[config.mk]
export PLATFORM = sky130hd
export DESIGN_NAME = hp_widen
export DESIGN_NICKNAME = d
export VERILOG_FILES = /design/src/rtl/hp_widen.sv
export SDC_FILE = /design/constraint.sdc
export NUM_CORES = 1
export LEC_CHECK = 0
export CORE_AREA = 3 3 67 93
export DETAILED_ROUTE_END_ITERATION = 12
export DIE_AREA = 0 0 70 96
export PLACE_DENSITY = 0.8
export SYNTH_ARGS = -nofsm -noshare
export SYNTH_HDL_FRONTEND = slang
export SYNTH_SLANG_ARGS = --single-unit
export TNS_END_PERCENT = 100
[constraint.sdc]
create_clock -name clk -period 9.56 [get_ports clk]
set_input_delay 1.912 -clock clk [delete_from_list [all_inputs] [get_ports clk]]
set_output_delay 1.912 -clock clk [all_outputs]
set_load 0.005 [all_outputs]
[src/rtl/hp_widen.sv]
module hp_widen (
  input  logic        clk,
  input  logic        rst_n,
  input  logic        in_valid,
  input  logic [15:0] in_half,
  input  logic        alt_fmt,
  input  logic        flush_en,
  input  logic        dnan_en,
  output logic        out_valid,
  output logic [31:0] out_word,
  output logic [2:0]  out_class,
  output logic        out_invalid
);
  localparam int EW = 5;
  localparam int FW = 10;
  localparam int SFW = 23;
  localparam int PAD = SFW - FW;
  localparam logic [7:0] REBIAS = 8'd112;
  localparam logic [31:0] QNAN_DEF = 32'h7FC0_0000;

  localparam logic [2:0] C_ZERO = 3'd0;
  localparam logic [2:0] C_SUB  = 3'd1;
  localparam logic [2:0] C_NORM = 3'd2;
  localparam logic [2:0] C_INF  = 3'd3;
  localparam logic [2:0] C_SNAN = 3'd4;
  localparam logic [2:0] C_QNAN = 3'd5;

  logic          sgn;
  logic [EW-1:0] ex;
  logic [FW-1:0] fr;
  logic          ex_zero, ex_ones, top_reserved;

  assign sgn = in_half[15];
  assign ex  = in_half[14:10];
  assign fr  = in_half[9:0];
  assign ex_zero = (ex == '0);
  assign ex_ones = (ex == '1);
  assign top_reserved = ex_ones && !alt_fmt;

  logic [3:0]    lz;
  logic          seen;
  logic [FW-1:0] sub_fr;
  logic [7:0]    sub_ex;

  always_comb begin
    lz = 4'd0;
    seen = 1'b0;
    for (int i = FW - 1; i >= 0; i--) begin
      if (!seen) begin
        if (fr[i]) seen = 1'b1;
        else lz = lz + 4'd1;
      end
    end
  end

  assign sub_fr = fr << (lz + 4'd1);
  assign sub_ex = REBIAS - {4'd0, lz};

  logic [31:0] n_word;
  logic [2:0]  n_class;
  logic        n_inv;

  always_comb begin
    n_word  = '0;
    n_class = C_NORM;
    n_inv   = 1'b0;
    if (ex_zero) begin
      if (fr == '0) begin
        n_class = C_ZERO;
        n_word  = {sgn, 31'd0};
      end else begin
        n_class = C_SUB;
        n_word  = flush_en ? {sgn, 31'd0} : {sgn, sub_ex, sub_fr, {PAD{1'b0}}};
      end
    end else if (top_reserved) begin
      if (fr == '0) begin
        n_class = C_INF;
        n_word  = {sgn, 8'hFF, {SFW{1'b0}}};
      end else begin
        n_class = fr[FW-1] ? C_QNAN : C_SNAN;
        n_inv   = !fr[FW-1];
        n_word  = dnan_en ? QNAN_DEF : {sgn, 8'hFF, 1'b1, fr[FW-2:0], {PAD{1'b0}}};
      end
    end else begin
      n_word = {sgn, {3'd0, ex} + REBIAS, fr, {PAD{1'b0}}};
    end
  end

  always_ff @(posedge clk) begin
    if (!rst_n) begin
      out_valid   <= 1'b0;
      out_word    <= '0;
      out_class   <= C_ZERO;
      out_invalid <= 1'b0;
    end else begin
      out_valid <= in_valid;
      if (in_valid) begin
        out_word    <= n_word;
        out_class   <= n_class;
        out_invalid <= n_inv;
      end
    end
  end
endmodule

==> results of run 1 <==
-- through the flow --
stage	utilization (%)	power (µW)	worst slack, ns
after floorplan	-	170	2.91
after global placement	47.2	197	1.91
after detailed placement	47.2	199	1.70
after CTS	48.0	258	1.94
after global routing	48.0	272	1.42
final	48.0	260	1.89
-- worst max-delay path: stages --
cell                              delay, ns
sky130_fd_sc_hd__clkdlybuf4s50_1       0.56
sky130_fd_sc_hd__or4_4                 0.65
sky130_fd_sc_hd__and2_1                0.19
sky130_fd_sc_hd__ha_1                  0.29
sky130_fd_sc_hd__a21oi_1               0.06
sky130_fd_sc_hd__nor2_1                0.19
sky130_fd_sc_hd__o21ai_0               0.14
sky130_fd_sc_hd__mux2_2                0.29
sky130_fd_sc_hd__ha_1                  0.34
sky130_fd_sc_hd__o21ai_0               0.10
sky130_fd_sc_hd__o21ai_0               0.19
sky130_fd_sc_hd__nand2_1               0.08
sky130_fd_sc_hd__o21ai_0               0.17
sky130_fd_sc_hd__ha_1                  0.25
sky130_fd_sc_hd__mux2i_1               0.15
sky130_fd_sc_hd__nor3_1                0.07
sky130_fd_sc_hd__o21bai_1              0.20
sky130_fd_sc_hd__a21oi_1               0.06
sky130_fd_sc_hd__a21oi_1               0.22
sky130_fd_sc_hd__inv_1                 0.07
sky130_fd_sc_hd__ha_1                  0.61
sky130_fd_sc_hd__inv_1                 0.14
sky130_fd_sc_hd__a221oi_1              0.24
sky130_fd_sc_hd__a21oi_1               0.09
sky130_fd_sc_hd__mux2_1                0.30
sky130_fd_sc_hd__o31a_1                0.24
-- routing by layer --
| layer | vias to the layer above | track usage (%) | routed length [µm] |
|---|---|---|---|
| met5 | - | 0 | 0 |
| met1 | 1033 | 19.3 | 2320 |
| met3 | 19 | 1.99 | 395 |
| met4 | 0 | 7.35 | 207 |
| li1 | 1096 | - | - |
| met2 | 121 | 31.5 | 2920 |
-- cell type report --
class                   instances  area [µm²]
repair buffers                 46         458
clock buffers                   4        45.0
inverters                      15        56.3
flip-flops and latches         23         460
multi-input cells             236        1550
well taps                      68        85.1
fillers                       556        2870
-- where the power goes --
part,internal (µW),total (µW),switching (µW)
Combinational,43.3,94.3,51.0
Sequential,102,104,2.90
Clock,29.8,60.9,31.1
-- sequential cells by signal, summed over array words and instances (netlist names) --
register,flops
out_valid,1
out_invalid,1
out_word,18
out_class,3
-- how the worst max path moves through the flow --
stage	start	end	slack [ns]	depth (start not counted)
after floorplan	in_half[7]	out_word[15]	2.91	26
after global placement	in_half[6]	out_word[19]	1.91	25
after detailed placement	in_half[6]	out_word[21]	1.70	26
after CTS	in_half[6]	out_word[21]	1.94	26
after global routing	in_half[8]	out_word[21]	1.42	26
final	in_half[6]	out_word[21]	1.89	26
-- cell usage in the layout, fill, tap and decap left out, types with 4 or more instances in the layout --
master and instances:
sky130_fd_sc_hd__a21o_1 4, sky130_fd_sc_hd__a21oi_1 30, sky130_fd_sc_hd__a31oi_1 5, sky130_fd_sc_hd__a32oi_1 4
sky130_fd_sc_hd__clkdlybuf4s50_1 45, sky130_fd_sc_hd__conb_1 13, sky130_fd_sc_hd__dfxtp_1 23, sky130_fd_sc_hd__ha_1 8
sky130_fd_sc_hd__inv_1 15, sky130_fd_sc_hd__mux2i_1 15, sky130_fd_sc_hd__nand2_1 21, sky130_fd_sc_hd__nand2b_1 6
sky130_fd_sc_hd__nand3_1 9, sky130_fd_sc_hd__nor2_1 26, sky130_fd_sc_hd__nor2b_1 7, sky130_fd_sc_hd__nor3_1 6
sky130_fd_sc_hd__o21ai_0 22, sky130_fd_sc_hd__o22ai_1 5, sky130_fd_sc_hd__xor2_1 5
-- logic make-up (layout without fill, tap and decap cells) --
group / after synthesis / after routing / synth area share (%)
and+or+nand+nor: 98 / 98 / 24.3
AOI/OAI and AO/OA: 90 / 90 / 25.6
buffers and inverters: 47 / 65 / 11.2
DFF: 23 / 23 / 20.8
muxes: 19 / 19 / 9.00
adders and majority gates: 8 / 8 / 4.53
xor gates and xnor gates: 8 / 8 / 4.36
other: 1 / 13 / 0.170
==> flow_summary.toml, run 1 <==
[status]
status = "finished clean"

[synth]
cell_with_the_most_instances_after_synthesis = "sky130_fd_sc_hd__a21oi_1"
synth.top_cell.area_share_pct = 20.8
synth.avg_cell_area_um2 = 7.52
synth-main-ff-cell = "sky130_fd_sc_hd__dfxtp_1"
ys_seq_area_share_pct = 20.8
synth_area_leaders = "sky130_fd_sc_hd__dfxtp_1, sky130_fd_sc_hd__a21oi_1, sky130_fd_sc_hd__mux2i_1"
post_synth_num_cell_types = 62
synth_edf_count = 0
async_flop_share_pct = 0
synth_commonest_cells = "sky130_fd_sc_hd__a21oi_1, sky130_fd_sc_hd__nor2_1, sky130_fd_sc_hd__dfxtp_1, sky130_fd_sc_hd__o21ai_0, sky130_fd_sc_hd__nand2_1"
synth.yosys.warnings = 0
postSynthRegisterBits = 23
synthDominantAreaCellType = "sky130_fd_sc_hd__dfxtp_1"
gate_count_of_the_mapped_netlist = 294
netlist_area_um2 = 2210

[clock_network]
cts-root-to-sink-buffers = 2
postCtsSetupRepairBufs = 0
clock-root-buffer = "sky130_fd_sc_hd__clkbuf_8"
holdBufCountCts = 0
clk_transition_reported_paths_ns = 0.08
num_cts_buffers = 3
post_cts_resized = 0
clk_latency_worst_skew_pair_ns = 0.26
cts_tree = "done"
ctsHtreeMaxLevel = 1
cts.sink_count = 23

[route]
drt_iter0_markers = 196
drc = 0
wirelength_um = 5850
post_drt_wl_per_cell_um = 14.9
via_count = 2269
drt-pass1-iter-count = 8
avgViaCountPerCell = 5.79
drt.antenna.violating_nets = 0

[job]
cap_viol_max_count = 0

[placed_design]
number_of_cells_in_the_design_after_placement = 388
placed_cell_area_um2 = 2610
port_buffers = 45
finalWeightedCongestion = 0.909
detailedPlacementHpwl_um = 4590

[final_layout]
antennaDiodeCount = 0
final_cells = 392
nets = 355
area_growth_syn_to_layout_pct = 20.0
postLayoutCellArea_um2 = 2650
fraction_of_layout_cells_with_a_size_suffix_above_1_pct = 6.17

[timing]
clock_skew_ns = 0
final.setup.tns_ns = 0
unrepaired_setup_endpoints_after_global_routing = "false"
hold-worst-slack_ns = 0.476
fmax_mhz = 130
min_period_over_period_pct = 80.2
finalCriticalPeriod_ns = 7.67
report.final.setup_viol = 0
timing.final.hold_violations = 0
tightestPinTransition_ns = 0.563
timing.final.max_slew_violations = 0
max_slew_margin_pct = 62.1

[floorplanning]
initial_core_util_pct = 40.0
die-area_um2 = 6720
io_pins = 59
chipHeight_um = 96
core-area_um2 = 5530
core.rowCount = 32
floorplan.die.width_um = 70

[setup_path]
reg2regPathDepth = 3
cp_data_required_time_ns = 9.72
critPathMaxFanout = 16
regToRegSetupSlack_ns = 8.68
crit_path_kind = "input pin to flip-flop"
startpoint_type = "input pin"
crit-reg2reg-capture = "out_word[21]"
timing.rr.start = "out_word[21]"
cp-end-kind = "flip-flop"
crit_arrival_ns = 7.83

[worst_hold_path]
worst_hold_path_type = "flip-flop to flip-flop"
min-delay-start = "out_invalid"
holdPathEnd = "out_invalid"
timing.hold.worst_path_depth = 2

[grt]
overflow = 0
grt_first_pass_wirelength_um = 9480
antenna_found_initial = 0
grt_usage_pct = 16.9
via_count_of_the_first_global_routing_pass = 2075
pin_count_of_the_biggest_net_entering_global_routing = 39

[power]
total_leakage_power_uw = 0.00109
power.density_nw_per_um2 = 97.9
ir_drop_mv = 0.0483
(Power assumes the default switching activity.)
==> run 2: changes to the inputs <==
Settings changed: PLACE_DENSITY 0.8 to 0.82.
Clock period 9.56 ns to 6.45 ns, I/O delays scaled along.
==> run 2 against run 1 <==
Non-clock buffer count rose by 17. Worst hold slack got worse by 0.0040 ns. Total power rose by 53%. Sequential share of layout area fell by 0.94 points. Core utilization rose by 2.7 points. Die area did not move. Clock power rose by 45%.
==> flow_summary.toml, run 2 (synthesis results as in run 1) <==
[status]
status = "finished clean"

[setup_path]
cp_data_required_time_ns = 6.60
timing.critical_path.slowest_stage_cell = "sky130_fd_sc_hd__or4_4"
crit_path_kind = "input pin to flip-flop"
cp-end-kind = "flip-flop"
critPathBufInv = 3
critPathMaxFanout = 7
crit_path_frequent_cell = "sky130_fd_sc_hd__a21oi_1"
timing.rr.start = "out_word[21]"
reg2regPathDepth = 3
timing.critical_path.max_delay_family = "compound AO/OA/AOI/OAI gates"
startpoint_type = "input pin"
regToRegSetupSlack_ns = 5.59
crit_arrival_ns = 6.27
crit-reg2reg-capture = "out_word[21]"
crit_cells = 26
startpoint = "in_half[8]"
critical_path.max_stage_delay_ns = 0.51

[timing]
layout_setup_ws_ns = 0.336
timing.final.hold_violations = 0
min_period_over_period_pct = 94.8
timing.final.max_slew_violations = 0
max_slew_margin_pct = 60.4
finalCriticalPeriod_ns = 6.11
fmax_mhz = 164
clock_skew_ns = 0
hold-worst-slack_ns = 0.472
tightestPinTransition_ns = 0.594
report.final.setup_viol = 0

[grt]
grt_first_pass_wirelength_um = 10000
antenna_found_initial = 0
grt_usage_pct = 17.9
pin_count_of_the_biggest_net_entering_global_routing = 39
overflow = 0
via_count_of_the_first_global_routing_pass = 2173

[clock_network]
cts.sink_count = 23
ctsHtreeMaxLevel = 1
cts_tree = "done"
clk_latency_worst_skew_pair_ns = 0.26
clk_transition_reported_paths_ns = 0.08
holdBufCountCts = 0
num_cts_buffers = 3
clock-root-buffer = "sky130_fd_sc_hd__clkbuf_8"
cts-root-to-sink-buffers = 2

[final_layout]
final_util_pct = 50.7
layout.cells.most_common = "sky130_fd_sc_hd__clkdlybuf4s50_1"
antennaDiodeCount = 0
top_register = "out_word"
postLayoutCellArea_um2 = 2800
fraction_of_layout_cells_with_a_size_suffix_above_1_pct = 11.1
nets = 372
top_regs = "out_word x18, out_class x3"
final.fill_count = 527
most-common-layout-cells = "sky130_fd_sc_hd__clkdlybuf4s50_1, sky130_fd_sc_hd__a21oi_1, sky130_fd_sc_hd__nor2_1, sky130_fd_sc_hd__dfxtp_1, sky130_fd_sc_hd__nand2_1"
max_reg_flops = 18
area_growth_syn_to_layout_pct = 26.8

[route]
via_count = 2312
drt.antenna.violating_nets = 0
drc = 0
drt_iter0_markers = 187
wirelength_um = 6150
avgViaCountPerCell = 5.65
drt-pass1-iter-count = 5
post_drt_wl_per_cell_um = 15.0

[floorplanning]
floorplan.die.width_um = 70
core-area_um2 = 5530
die-area_um2 = 6720
chipHeight_um = 96
core.rowCount = 32
initial_core_util_pct = 40.0
io_pins = 59

[power]
ir_drop_mv = 0.0658
power.density_nw_per_um2 = 141
share_seq_of_total_power_pct = 39.0
power_switching_uw = 128
power.switching_fraction_pct = 32.3
share_comb_of_total_power_pct = 38.7
p_total_uw = 397
proportion_of_power_drawn_by_the_clock_network_pct = 22.2
power_report.internal_total_uw = 268
total_leakage_power_uw = 0.00117

[worst_hold_path]
holdPathEnd = "out_word[31]"
worst_hold_path_type = "flip-flop to flip-flop"
min-delay-start = "out_word[31]"
timing.hold.worst_path_depth = 2

[placed_design]
dp_slack_ns = -0.00434
port_buffers = 45
detailedPlacementHpwl_um = 4870
placed_cell_area_um2 = 2720
finalWeightedCongestion = 0.961

[job]
cap_viol_max_count = 0
==> run 2: changes by cell type in the layout (fill, tap and decap cells not counted), sizes merged <==
cell / change
buf: +17
==> run 2: what timing repair did <==
action,in CTS,in global routing
endpoints found under the hold margin,0,0
resized for setup,0,5
buffers inserted,0,2
setup endpoints to repair,0,10
==> run 2: per-stage QoR <==
step | setup TNS (ns) | instances
after global routing | -0.0182 | 409
after CTS | 0 | 407
final | 0 | 409
after floorplan | 0 | 306
after global placement | 0 | 403
after detailed placement | -0.00434 | 403
==> run 2: worst max path at each step <==
stage | slack (ns) | end
after global placement | 0.19 | out_word[19]
final | 0.34 | out_word[21]
after global routing | -0.02 | out_word[21]
after CTS | 0.25 | out_word[19]
after floorplan | 0.42 | out_word[15]
after detailed placement | -0.004 | out_word[19]
==> run 2: cell type report <==
type	instances	area [µm²]	area share [%]
multi-input combinational	236	1570	56.0
timing repair buffer	63	586	20.9
sequential	23	460	16.4
tap	68	85.1	3.03
inverter	15	56.3	2.01
clock buffer	4	45.0	1.61
==> run 2: power by group through the flow <==
| stage | Clock (µW) | Sequential, µW | Combinational, µW |
|---|---|---|---|
| CTS | 87.7 | 155 | 147 |
| finish | 88.1 | 155 | 154 |
| global placement | 0 | 158 | 143 |
| global route | 95.1 | 156 | 168 |
| floorplan | 0 | 158 | 93.0 |
| detailed placement | 0 | 158 | 147 |
==> run 2: routing by layer <==
layer	wire length [µm]	GRT usage (%)	up-vias
met2	3080	34.1	109
met4	308	8.79	0
met5	0	0	-
met3	366	2.40	30
li1	-	-	1121
met1	2400	19.2	1052
==> run 2: worst register-to-register path, delay by kind of cell, from the launching register on <==
kind / cells / cell delay, ns
flip-flops: 1 / 0.36
AO/OA/AOI/OAI: 3 / 0.46
==> run 3: changes to the inputs <==
Settings changed: CORE_AREA 3 3 67 93 to 3 3 57 80, DIE_AREA 0 0 70 96 to 0 0 60 83, DONT_BUFFER_PORTS set to 1, PLACE_DENSITY 0.82 to 0.85.
==> run 3 against run 2 <==
First-iteration DRC count down 18%. Clock skew unchanged. Critical path depth down 2. Non-clock buffer count down 60. Largest power group unchanged.
==> flow_summary.toml, run 3 (synthesis results as in run 1) <==
[status]
status = "finished clean"

[grt]
grt_usage_pct = 23.0
antenna_found_initial = 0
via_count_of_the_first_global_routing_pass = 2034
pin_count_of_the_biggest_net_entering_global_routing = 39
overflow = 0
grt_first_pass_wirelength_um = 9290

[final_layout]
fraction_of_layout_cells_with_a_size_suffix_above_1_pct = 8.54
most-common-layout-cells = "sky130_fd_sc_hd__a21oi_1, sky130_fd_sc_hd__nor2_1, sky130_fd_sc_hd__dfxtp_1, sky130_fd_sc_hd__o21ai_0, sky130_fd_sc_hd__nand2_1"
max_reg_flops = 18
nets = 312
top_regs = "out_word x18, out_class x3"
layout.cells.most_common = "sky130_fd_sc_hd__a21oi_1"
antennaDiodeCount = 0
area_growth_syn_to_layout_pct = -0.962
final.fill_count = 369
final_cells = 324
top_register = "out_word"

[setup_path]
timing.critical_path.slowest_stage_cell = "sky130_fd_sc_hd__or4_4"
crit_path_frequent_cell = "sky130_fd_sc_hd__o21ai_0"
timing.critical_path.max_delay_family = "compound AO/OA/AOI/OAI gates"
cp-end-kind = "flip-flop"
crit-reg2reg-capture = "out_word[21]"
reg2regPathDepth = 3
cp_data_required_time_ns = 6.61
critPathBufInv = 1
critical_path.max_stage_delay_ns = 0.56
timing.rr.start = "out_word[21]"
crit_path_cell_trace = "or4_4 > and2_1 > ha_1 > a21oi_1 > nor2_1 > o21ai_0 > mux2_2 > ha_1 > o21ai_0 > o21ai_0 > nand2_1 > o21ai_0 > ha_1 > mux2i_1 > nor3_1 > o21bai_1 > a21oi_1 > a21oi_1 > inv_1 > ha_2 > xnor2_2 > xnor2_4 > mux2_1 > o31a_1"
crit_path_kind = "input pin to flip-flop"
critPathMaxFanout = 10
regToRegSetupSlack_ns = 5.62
crit_arrival_ns = 6.18
startpoint_type = "input pin"

[floorplanning]
floorplan.die.width_um = 60
core.rowCount = 27
chipHeight_um = 83
initial_core_util_pct = 56.4
die-area_um2 = 4980
io_pins = 59
core-area_um2 = 3920

[placed_design]
finalWeightedCongestion = 0.881
number_of_cells_in_the_design_after_placement = 319
detailedPlacementHpwl_um = 4510
port_buffers = 0

[timing]
hold-worst-slack_ns = 0.488
final.setup.tns_ns = 0
timing.final.max_slew_violations = 0
clock_skew_ns = 0
max_slew_margin_pct = 65.6
tightestPinTransition_ns = 0.513
timing.final.hold_violations = 0
fmax_mhz = 166
min_period_over_period_pct = 93.2
finalCriticalPeriod_ns = 6.01
report.final.setup_viol = 0

[route]
drt.antenna.violating_nets = 0
post_drt_wl_per_cell_um = 17.3
drt_iter0_markers = 154
drc = 0
wirelength_um = 5600
drt-pass1-iter-count = 4
via_count = 2079
avgViaCountPerCell = 6.42

[clock_network]
clock-root-buffer = "sky130_fd_sc_hd__clkbuf_8"
clk_transition_reported_paths_ns = 0.08
cts-root-to-sink-buffers = 2
holdBufCountCts = 0
num_cts_buffers = 3
ctsHtreeMaxLevel = 1
clk_latency_worst_skew_pair_ns = 0.27
cts_tree = "done"
cts.sink_count = 23

[power]
power.density_nw_per_um2 = 157
ir_drop_mv = 0.155
p_total_uw = 344
total_leakage_power_uw = 0.000934

[worst_hold_path]
min-delay-start = "out_invalid"
timing.hold.worst_path_depth = 2
worst_hold_path_type = "flip-flop to flip-flop"
holdPathEnd = "out_invalid"

[job]
cap_viol_max_count = 0
==> run 3: changes by cell type in the layout (fill, tap and decap cells not counted), moves of 2 or more <==
cell,delta
sky130_fd_sc_hd__buf_4,-15
sky130_fd_sc_hd__o21ai_0,+2
sky130_fd_sc_hd__clkdlybuf4s50_1,-45
sky130_fd_sc_hd__o21ai_1,-2
==> run 3: worst min-delay path, delay by kind of cell, from the launching register on <==
family	cells	cell delay (ns)
AOI/OAI and AO/OA	1	0.05
DFF	1	0.33
and+or+nand+nor	1	0.07
==> run 3: what timing repair did <==
| item | 4_1_cts | 5_1_grt |
|---|---|---|
| setup endpoints to repair | 0 | 3 |
| gates resized for setup | 0 | 1 |
| buffers inserted | 0 | 1 |
==> run 3: where the power goes <==
part,switching (µW),internal [µW],total (µW)
Clock,47.0,43.2,90.2
Sequential,6.24,151,157
Combinational,55.0,42.4,97.4
Total,108,236,344
==> run 3: stage by stage <==
stage	util (%)	setup WS, ns	instance area (µm²)
2_1_floorplan	-	0.418	2260
3_3_place_gp	54.4	0.388	2130
3_5_place_dp	54.4	0.165	2130
4_1_cts	55.6	0.435	2180
5_1_grt	55.9	-0.0421	2190
6_report	55.9	0.437	2190
==> run 3: area by class of cell <==
type	instances	area, µm²	share of cell area, %
clock inverters	1	5.00	0.229
well taps	43	53.8	2.46
repair buffers	3	22.5	1.03
clock buffers	3	41.3	1.89
flip-flops and latches	23	460	21.0
inverters	15	56.3	2.57
multi-input cells	236	1550	70.8
==> run 3: layer usage <==
layer / GRT usage (%) / up-vias / wire length (µm)
met2: 40.0 / 82 / 3000
met5: 0 / - / 0
met1: 25.0 / 966 / 1980
met4: 12.5 / 0 / 263
li1: - / 1006 / -
met3: 3.73 / 25 / 350
==> run 3: how the worst max path moves through the flow <==
stage	slack [ns]	to	cells past startpoint	startpoint
3_3_place_gp	0.39	out_word[21]	24	in_half[6]
6_report	0.44	out_word[21]	24	in_half[6]
3_5_place_dp	0.17	out_word[21]	24	in_half[6]
5_1_grt	-0.04	out_word[15]	25	in_half[6]
2_1_floorplan	0.42	out_word[15]	26	in_half[7]
4_1_cts	0.44	out_word[21]	24	in_half[6]
